[src/rtl/irq_pkg.sv]
package irq_pkg;

    localparam int CTRL_HI_BIT   = 7;
    localparam int CTRL_LO_BIT   = 6;
    localparam int CTRL_MODE_BIT = 0;

    typedef enum logic [1:0] {
        REG_CTRL = 2'd0,
        REG_EN   = 2'd1,
        REG_FLAG = 2'd2,
        REG_PRIO = 2'd3
    } reg_sel_e;

    typedef enum logic [1:0] {
        GRANT_NONE = 2'd0,
        GRANT_LOW  = 2'd1,
        GRANT_HIGH = 2'd2
    } grant_e;

    typedef struct packed {
        logic hi_en;
        logic lo_en;
        logic mode;
    } ctrl_t;

    function automatic logic [7:0] ctrl_to_byte(ctrl_t c);
        logic [7:0] b;
        b = '0;
        b[CTRL_HI_BIT]   = c.hi_en;
        b[CTRL_LO_BIT]   = c.lo_en;
        b[CTRL_MODE_BIT] = c.mode;
        return b;
    endfunction

    function automatic ctrl_t byte_to_ctrl(logic [7:0] b);
        ctrl_t c;
        c.hi_en = b[CTRL_HI_BIT];
        c.lo_en = b[CTRL_LO_BIT];
        c.mode  = b[CTRL_MODE_BIT];
        return c;
    endfunction

endpackage

[src/rtl/irq_src_bank.sv]
module irq_src_bank #(
    parameter int N_SRC = 8
) (
    input  logic             clk,
    input  logic             rst,
    input  logic [N_SRC-1:0] evt,
    input  logic             wr_en_reg,
    input  logic             wr_flag_reg,
    input  logic             wr_prio_reg,
    input  logic [N_SRC-1:0] wdata,
    output logic [N_SRC-1:0] en_q,
    output logic [N_SRC-1:0] flag_q,
    output logic [N_SRC-1:0] prio_q
);

    for (genvar i = 0; i < N_SRC; i++) begin : g_src
        always_ff @(posedge clk) begin
            if (rst) begin
                en_q[i]   <= 1'b0;
                flag_q[i] <= 1'b0;
                prio_q[i] <= 1'b0;
            end else begin
                if (wr_en_reg)
                    en_q[i] <= wdata[i];
                if (wr_prio_reg)
                    prio_q[i] <= wdata[i];
                // hardware set dominates a software write in the same cycle
                if (evt[i])
                    flag_q[i] <= 1'b1;
                else if (wr_flag_reg)
                    flag_q[i] <= wdata[i];
            end
        end
    end

endmodule

[src/rtl/irq_arbiter.sv]
module irq_arbiter
    import irq_pkg::*;
#(
    parameter int          N_SRC   = 8,
    parameter int          N_CORE  = 2,
    parameter int          AW      = 21,
    parameter logic [AW-1:0] VEC_IDLE = '0,
    parameter logic [AW-1:0] VEC_HI   = 8,
    parameter logic [AW-1:0] VEC_LO   = 24
) (
    input  logic [N_SRC-1:0] en,
    input  logic [N_SRC-1:0] flag,
    input  logic [N_SRC-1:0] prio,
    input  ctrl_t            ctrl,
    input  logic             in_high,
    input  logic             in_low,
    output logic             irq_req,
    output logic [AW-1:0]    vec_addr,
    output grant_e           grant
);

    logic [N_SRC-1:0] core_mask;
    logic [N_SRC-1:0] pend;
    logic             req_hi;
    logic             req_lo;

    for (genvar i = 0; i < N_SRC; i++) begin : g_mask
        assign core_mask[i] = (i < N_CORE);
    end

    assign pend = en & flag;

    always_comb begin
        if (ctrl.mode) begin
            req_hi = ctrl.hi_en && !in_high && |(pend & prio);
            req_lo = ctrl.lo_en && !in_high && !in_low && |(pend & ~prio);
        end else begin
            req_hi = ctrl.hi_en && !in_high &&
                     |(pend & (core_mask | {N_SRC{ctrl.lo_en}}));
            req_lo = 1'b0;
        end
    end

    always_comb begin
        if (req_hi) begin
            grant    = GRANT_HIGH;
            vec_addr = VEC_HI;
        end else if (req_lo) begin
            grant    = GRANT_LOW;
            vec_addr = VEC_LO;
        end else begin
            grant    = GRANT_NONE;
            vec_addr = VEC_IDLE;
        end
    end

    assign irq_req = req_hi | req_lo;

endmodule

[src/rtl/irq_level_ctl.sv]
module irq_level_ctl
    import irq_pkg::*;
(
    input  logic       clk,
    input  logic       rst,
    input  logic       wr_ctrl,
    input  logic [7:0] wbyte,
    input  grant_e     taken,
    input  logic       reti,
    output ctrl_t      ctrl_q,
    output logic       in_high,
    output logic       in_low
);

    ctrl_t ctrl_d;
    logic  hi_d;
    logic  lo_d;

    always_comb begin
        ctrl_d = ctrl_q;
        hi_d   = in_high;
        lo_d   = in_low;
        if (wr_ctrl)
            ctrl_d = byte_to_ctrl(wbyte);
        if (reti) begin
            if (in_high) begin
                hi_d         = 1'b0;
                ctrl_d.hi_en = 1'b1;
            end else if (in_low) begin
                lo_d         = 1'b0;
                ctrl_d.lo_en = 1'b1;
            end
        end
        case (taken)
            GRANT_HIGH: begin
                hi_d         = 1'b1;
                ctrl_d.hi_en = 1'b0;
            end
            GRANT_LOW: begin
                lo_d         = 1'b1;
                ctrl_d.lo_en = 1'b0;
            end
            default: ;
        endcase
    end

    always_ff @(posedge clk) begin
        if (rst) begin
            ctrl_q  <= '0;
            in_high <= 1'b0;
            in_low  <= 1'b0;
        end else begin
            ctrl_q  <= ctrl_d;
            in_high <= hi_d;
            in_low  <= lo_d;
        end
    end

endmodule

[src/rtl/irq_prio_ctrl.sv]
module irq_prio_ctrl
    import irq_pkg::*;
#(
    parameter int N_SRC  = 8,
    parameter int N_CORE = 2,
    parameter int DW     = 8,
    parameter int AW     = 21
) (
    input  logic             clk,
    input  logic             rst,
    input  logic [N_SRC-1:0] evt_i,
    input  logic             reg_we,
    input  logic [1:0]       reg_addr,
    input  logic [DW-1:0]    reg_wdata,
    output logic [DW-1:0]    reg_rdata,
    input  logic             vec_take,
    input  logic             reti,
    output logic             irq_req,
    output logic [AW-1:0]    vec_addr,
    output logic             in_high,
    output logic             in_low
);

    localparam logic [AW-1:0] VEC_IDLE = AW'(0);
    localparam logic [AW-1:0] VEC_HI   = AW'(8);
    localparam logic [AW-1:0] VEC_LO   = AW'(24);

    reg_sel_e         sel;
    logic [N_SRC-1:0] en_q;
    logic [N_SRC-1:0] flag_q;
    logic [N_SRC-1:0] prio_q;
    ctrl_t            ctrl_q;
    grant_e           grant;
    grant_e           taken;

    assign sel = reg_sel_e'(reg_addr);

    irq_src_bank #(.N_SRC(N_SRC)) u_bank (
        .clk        (clk),
        .rst        (rst),
        .evt        (evt_i),
        .wr_en_reg  (reg_we && sel == REG_EN),
        .wr_flag_reg(reg_we && sel == REG_FLAG),
        .wr_prio_reg(reg_we && sel == REG_PRIO),
        .wdata      (reg_wdata[N_SRC-1:0]),
        .en_q       (en_q),
        .flag_q     (flag_q),
        .prio_q     (prio_q)
    );

    irq_arbiter #(
        .N_SRC   (N_SRC),
        .N_CORE  (N_CORE),
        .AW      (AW),
        .VEC_IDLE(VEC_IDLE),
        .VEC_HI  (VEC_HI),
        .VEC_LO  (VEC_LO)
    ) u_arb (
        .en      (en_q),
        .flag    (flag_q),
        .prio    (prio_q),
        .ctrl    (ctrl_q),
        .in_high (in_high),
        .in_low  (in_low),
        .irq_req (irq_req),
        .vec_addr(vec_addr),
        .grant   (grant)
    );

    assign taken = vec_take ? grant : GRANT_NONE;

    irq_level_ctl u_lvl (
        .clk    (clk),
        .rst    (rst),
        .wr_ctrl(reg_we && sel == REG_CTRL),
        .wbyte  (reg_wdata[7:0]),
        .taken  (taken),
        .reti   (reti),
        .ctrl_q (ctrl_q),
        .in_high(in_high),
        .in_low (in_low)
    );

    always_comb begin
        reg_rdata = '0;
        case (sel)
            REG_CTRL: reg_rdata[7:0]       = ctrl_to_byte(ctrl_q);
            REG_EN:   reg_rdata[N_SRC-1:0] = en_q;
            REG_FLAG: reg_rdata[N_SRC-1:0] = flag_q;
            REG_PRIO: reg_rdata[N_SRC-1:0] = prio_q;
            default:  reg_rdata = '0;
        endcase
    end

endmodule

[config.mk]
export PLATFORM = sky130hd
export DESIGN_NAME = irq_prio_ctrl
export DESIGN_NICKNAME = d
export VERILOG_FILES = /design/src/rtl/irq_pkg.sv /design/src/rtl/irq_src_bank.sv /design/src/rtl/irq_arbiter.sv /design/src/rtl/irq_level_ctl.sv /design/src/rtl/irq_prio_ctrl.sv
export SDC_FILE = /design/constraint.sdc
export NUM_CORES = 1
export LEC_CHECK = 0
export BUFFER_PORTS_ARGS = -buffer_cell sky130_fd_sc_hd__buf_4
export CORE_UTILIZATION = 35
export DETAILED_ROUTE_END_ITERATION = 6
export HOLD_SLACK_MARGIN = 0.08
export SYNTH_ARGS = -nofsm -noshare
export SYNTH_HDL_FRONTEND = slang
export SYNTH_SLANG_ARGS = --single-unit
[constraint.sdc]
create_clock -name clk -period 1.51 [get_ports clk]
set_input_delay 0.151 -clock clk [delete_from_list [all_inputs] [get_ports clk]]
set_output_delay 0.151 -clock clk [all_outputs]
set_load 0.005 [all_outputs]
==> results of run 1 <==
-- kinds of logic (layout without fill, tap and decap cells) --
kind of cell	Yosys count	after routing	synth area share
AO/OA/AOI/OAI	39	39	0.1819
multiplexers	17	17	0.1291
flip-flops	29	29	0.3502
AND/OR/NAND/NOR	76	76	0.1970
other	1	19	0.002262
buffers and inverters	41	75	0.1396
-- area by class of cell --
type                    count  area, um^2  share of cell area
flip-flops and latches     29       604.3              0.2738
multi-input cells         151       972.2              0.4405
inverters                  13       48.80             0.02211
repair buffers             55       430.4              0.1950
clock buffers               7       86.33             0.03912
well taps                  52       65.06             0.02948
-- metal layers --
metal / global-route usage / share of wire / vias to the layer above / routed length, um
li1: - / - / 777 / -
met2: 0.3045 / 0.46 / 61 / 2052
met3: 0.06125 / 0.064 / 4 / 287
met5: 0 / 0 / - / 0
met1: 0.2362 / 0.47 / 734 / 2113
met4: 0.05333 / 0.0069 / 0 / 31
-- tightest hold or removal path, delay by kind of cell --
| family | cells | cell delay, ns |
|---|---|---|
| AOI/OAI and AO/OA | 1 | 0.10 |
| buffers and inverters | 2 | 0.10 |
-- power by group through the flow --
stage | Sequential (uW) | Clock (uW) | Combinational (uW)
finish | 837 | 644 | 285
global route | 842 | 696 | 311
CTS | 837 | 653 | 274
detailed placement | 848 | 0 | 265
global placement | 846 | 0 | 265
floorplan | 841 | 0 | 171
-- sequential cells by signal, indices dropped and copies added (netlist names) --
| signal | flops |
|---|---|
| u_bank.en_q | 8 |
| u_bank.flag_q | 8 |
| u_bank.prio_q | 8 |
| u_lvl.ctrl_q | 3 |
| u_lvl.in_high | 1 |
| u_lvl.in_low | 1 |
-- metrics by stage --
step	total power (uW)	TNS (ns)	instances	hold slack, ns	util
floorplan	1012	0	221	0.2388	-
global placement	1111	0	295	0.3542	0.4462
detailed placement	1113	-0.01752	295	0.3537	0.4462
CTS	1764	-0.5065	304	0.1120	0.4837
global route	1848	-1.476	307	0.1103	0.4966
finish	1766	-0.8514	307	0.1131	0.4966
-- worst max-delay path by stage --
stage | slack (ns) | from | depth (start not counted) | endpoint
2_1_floorplan | 0.05 | u_bank.flag_q[6] | 5 | u_lvl.in_low
3_3_place_gp | 0.0004 | u_bank.flag_q[6] | 5 | u_lvl.in_low
3_5_place_dp | -0.02 | u_bank.en_q[7] | 5 | u_lvl.in_low
4_1_cts | -0.17 | u_bank.en_q[7] | 6 | irq_req
5_1_grt | -0.35 | u_bank.en_q[2] | 6 | vec_addr[4]
6_report | -0.27 | u_bank.en_q[2] | 6 | vec_addr[4]
-- repair_timing --
item | 4_1_cts | 5_1_grt
pin swaps | 9 | 6
hold endpoints to repair | 1 | 0
buffers inserted | 1 | 3
resized for setup | 21 | 12
hold buffers | 1 | 0
endpoints found under the setup margin | 4 | 9
-- cells in the final DEF (no fill, tap or decap), drive strengths merged, types with 2 or more instances in the layout --
master	n
a22oi	2
a22o	5
mux4	3
a21oi	10
a211oi	2
nand3	18
clkbuf	7
mux2	5
o21a	2
mux2i	9
dfxtp	29
o22ai	4
nor3	2
a31oi	8
buf	54
conb	19
inv	13
nand2	38
nor2	12
==> summary.txt, run 1 <==
N_diodes: 0
Final worst setup slack: -0.2660 ns
Critical Path AT: 1.63 ns
Critical R2R Capture: u_lvl.in_low
Vias in the first global route: 1,467
Total leakage power: 0.001019 uW
Remaining Overflow, GRT: 0
Worst hold-check path type: primary input to flop
Power Internal: 1306 uW
Hold Path Origin: evt_i[2]
Violation count after the first detailed-routing iteration: 136
Setup Skew: 0.006085 ns
Area growth from synthesis to layout: 33.13%
Fin area: 2207 um^2
NetSw: 460.6 uW
Yosys cell types: 34
Clock transition at the registers of the reported paths: 0.06 ns
CP most frequent cell: buf_4
Biggest area consumer among synthesized cells: dfxtp_1
GRT Util Overall: 0.1867
I/O pin count: 55
Failing checks: DRC, setup timing
Number of remaining DRC errors: 10
Port Buf Inserts: 35
# clock sinks: 29
Final wirelength: 4.486 mm
Sw Ratio: 0.2608
Clock power frac: 0.365
Cell depth of the worst hold path: 3
CTS Buf Count: 5
Critical path endpoint category: output port
RSZ-0062 raised after global routing: true
GPL Wtd Cong: 0.8196
Top delay family on crit path: compound AO/OA/AOI/OAI gates
Yosys reg bits: 29
First-pass GRT wire length: 7.134 mm
Placement Cell Area: 1983 um^2
Clk buf depth: 2
Sequential share of the synthesized area: 0.3502
Pwr per Cell Area: 800.2 nW/um^2
Type of origin of the critical path: flop
Largest net degree at the start of global routing: 30
Total iterations of the first detailed-routing run: 7
Die area: 5016 um^2
Final min period: 1.776 ns
Critical-path cell list: nand2_2, a41o_1, a311oi_2, buf_4, a21oi_2, buf_4
Status: finished, violations left
Commonest cells in the netlist: nand2_1, dfxtp_1, buf_4, nand3_1, inv_1
Total of max-cap violations: 0
Place WS: -0.01752 ns
Filler instances: 451
CTS tree: yes
Synthesis Warnings: 0
Share of Yosys cell area claimed by the top area cell type: 0.3502
Clk Latency, worst-skew pair: 0.28 ns
Critical path class: flop to output port
Routed vias/inst: 5.134
Reg2Reg Setup Slack: -0.10 ns
H-Tree Depth: 2
Final #Nets: 278
Die extent in x: 70.83 um
Required @ worst endpoint: 1.36 ns
Wire length per cell: 14.61 um
Post-DRT Antenna Nets: 0
Cell with the most instances after synthesis: nand2_1
Hold EP: u_bank.flag_q[2]
Post-synth EDFFs: 0
Sequential Power Share: 0.474
R2R depth: 7
Routed via count: 1,576
Syn Area/Cell: 8.167 um^2
Final Hold Vio Count: 0
Crit-path max cell delay: 0.35 ns
Main flop type after synthesis: dfxtp_1
Netlist Area Pre-Place: 1658 um^2
Initial antenna violation count: 0
DP HPWL: 3.127 mm
CP max stage cell: dfxtp_2
Crit-path max FO: 4
Gate power share: 0.161
Cell Rows: 24
Core Area: 4444 um^2
Max VDD drop: 0.3516 mV
Max Clk Rate: 563.1 MHz
# setup viols final: 5
Area contributors post-synth: dfxtp_1, buf_4, nand2_1
Worst flop-to-flop path startpoint: u_bank.en_q[2]
Asr flop ratio synth: 0
Fin crit share: 1.176
Fraction of layout cells with a size suffix above 1: 0.3569
Cells after synthesis: 203
Buf/Inv on CP: 2
Final Slew Violations: 0
Initial Util: 0.3730
Root Driver: clkbuf_8
Die H: 70.83 um
Power figures use the tool's default switching activity.
==> run 2, diff against run 1 <==
- SKIP_LAST_GASP: default -> 1
==> summary.txt, run 2 (synthesized netlist as in run 1, its figures left out) <==
Tot Pwr: 1769 uW (+0.16%)
Initial antenna violation count: 0 (unchanged)
DP HPWL: 3.127 mm (unchanged)
Setup TNS: -0.8550 ns (-0.003636 ns)
Final Slew Violations: 0 (unchanged)
Number of remaining DRC errors: 14 (+4)
First-pass GRT wire length: 7.134 mm (unchanged)
Root Driver: clkbuf_8
H-Tree Depth: 2 (unchanged)
Cell depth of the worst hold path: 3 (unchanged)
Final wirelength: 4.464 mm (-0.49%)
GRT Util Overall: 0.1867 (unchanged)
Status: finished, violations left
Total iterations of the first detailed-routing run: 6 (-1)
Largest net degree at the start of global routing: 30 (unchanged)
Setup Skew: 0.005193 ns (-0.0008914 ns)
Place WS: -0.01752 ns (unchanged)
Total of max-cap violations: 0 (unchanged)
CP most frequent cell: buf_4
RSZ-0062 raised after global routing: true
Core Area: 4444 um^2 (unchanged)
CTS tree: yes
Fraction of layout cells with a size suffix above 1: 0.3490 (-0.007843)
Largest registers: u_bank.en_q (8), u_bank.flag_q (8), u_bank.prio_q (8)
Critical path class: flop to output port
Placement Cell Area: 1983 um^2 (unchanged)
R2R depth: 7 (unchanged)
GPL Wtd Cong: 0.8196 (unchanged)
Crit-path max FO: 4 (unchanged)
Routed vias/inst: 5.088 (-0.89%)
Crit-path max cell delay: 0.35 ns (about the same)
Vias in the first global route: 1,467 (unchanged)
I/O pin count: 55 (unchanged)
Die H: 70.83 um (unchanged)
Fin area: 2198 um^2 (-0.40%)
Clock transition at the registers of the reported paths: 0.06 ns (about the same)
CP max stage cell: dfxtp_2
Clk buf depth: 2 (unchanged)
Wire length per cell: 14.54 um (-0.49%)
Most frequent cells in the layout: buf_4, nand2_1, conb_1
# setup viols final: 6 (+1)
Post-DRT Antenna Nets: 0 (unchanged)
N_diodes: 0 (unchanged)
Area growth from synthesis to layout: 32.60%
CTS Buf Count: 5 (unchanged)
Die area: 5016 um^2 (unchanged)
Critical Path AT: 1.63 ns (about the same)
Required @ worst endpoint: 1.36 ns (about the same)
Final worst setup slack: -0.2735 ns (-0.007455 ns)
Critical-path cell list: nand2_2, a41o_1, a311oi_2, buf_4, a21oi_2, buf_4
Remaining Overflow, GRT: 0 (unchanged)
Most common cell after layout, fill and taps aside: buf_4
Max VDD drop: 0.3508 mV (-0.22%)
Die extent in x: 70.83 um (unchanged)
Worst hold-check path type: primary input to flop
Total leakage power: 0.001016 uW (-0.28%)
Violation count after the first detailed-routing iteration: 104 (-24%)
Pwr per Cell Area: 804.7 nW/um^2 (+0.56%)
Max Clk Rate: 560.7 MHz (-0.42%)
Clk Latency, worst-skew pair: 0.28 ns (about the same)
# clock sinks: 29 (unchanged)
Critical path endpoint category: output port
Type of origin of the critical path: flop
Final min period: 1.783 ns (+0.007455 ns)
Final #Nets: 278 (unchanged)
Initial Util: 0.3730 (unchanged)
Cell Rows: 24 (unchanged)
Failing checks: DRC, setup timing
Final Hold Vio Count: 0 (unchanged)
Fin crit share: 1.181 (+0.004937)
Routed via count: 1,562 (-0.89%)
Port Buf Inserts: 35 (unchanged)
[run 2: cell counts in the layout (fill, tap and decap cells not counted)]
Identical to the previous run, type by type.
[run 2: critical path: cells and delay by family, from the launching register on]
family | cells | cell delay, ns
AOI/OAI and AO/OA | 3 | 0.61
DFF | 1 | 0.35
buffers and inverters | 2 | 0.31
and+or+nand+nor | 1 | 0.07
[run 2: stage by stage]
step	utilization	cells	hold slack, ns
after CTS	0.4837	304	0.1120
after floorplan	-	221	0.2388
after global placement	0.4462	295	0.3542
after global routing	0.4947	307	0.1103
final	0.4947	307	0.1047
after detailed placement	0.4462	295	0.3537
[run 2: routing by layer]
metal,share of wire,global-route usage,vias to the layer above
met5,0,0,-
met2,0.46,0.3045,62
met4,0.0049,0.05333,0
li1,-,-,774
met3,0.070,0.06125,4
met1,0.46,0.2362,722
[run 2: final timing paths]
kind,startpoint,endpoint,slack (ns)
min reg2reg,u_bank.en_q[6],u_bank.en_q[6],0.47
max,u_bank.en_q[2],vec_addr[4],-0.27
min,evt_i[2],u_bank.flag_q[2],0.10
max reg2reg,u_bank.en_q[2],u_lvl.in_low,-0.11
[run 2: layout make-up]
cell class	instances	area, um^2
Inverter	13	48.80
Timing Repair Buffer	55	430.4
Multi-Input combinational cell	151	963.4
Fill cell	455	2246
Clock buffer	7	86.33
Sequential cell	29	604.3
Tap cell	52	65.06
[run 2: timing repair]
| item | in CTS | in global routing |
|---|---|---|
| setup buffers | 1 | 3 |
| pin swaps | 9 | 6 |
| resized for setup | 21 | 10 |
| setup endpoints to repair | 4 | 9 |
| hold buffers | 1 | 0 |
| gates cloned | 0 | 0 |
| endpoints found under the hold margin | 1 | 0 |
[run 2: power by group]
group | leakage [uW] | internal [uW] | switching [uW]
clock network | 0.0000443 | 361 | 290
registers | 0.000243 | 800 | 36.2
logic | 0.000729 | 143 | 139
total | 0.00102 | 1300 | 465
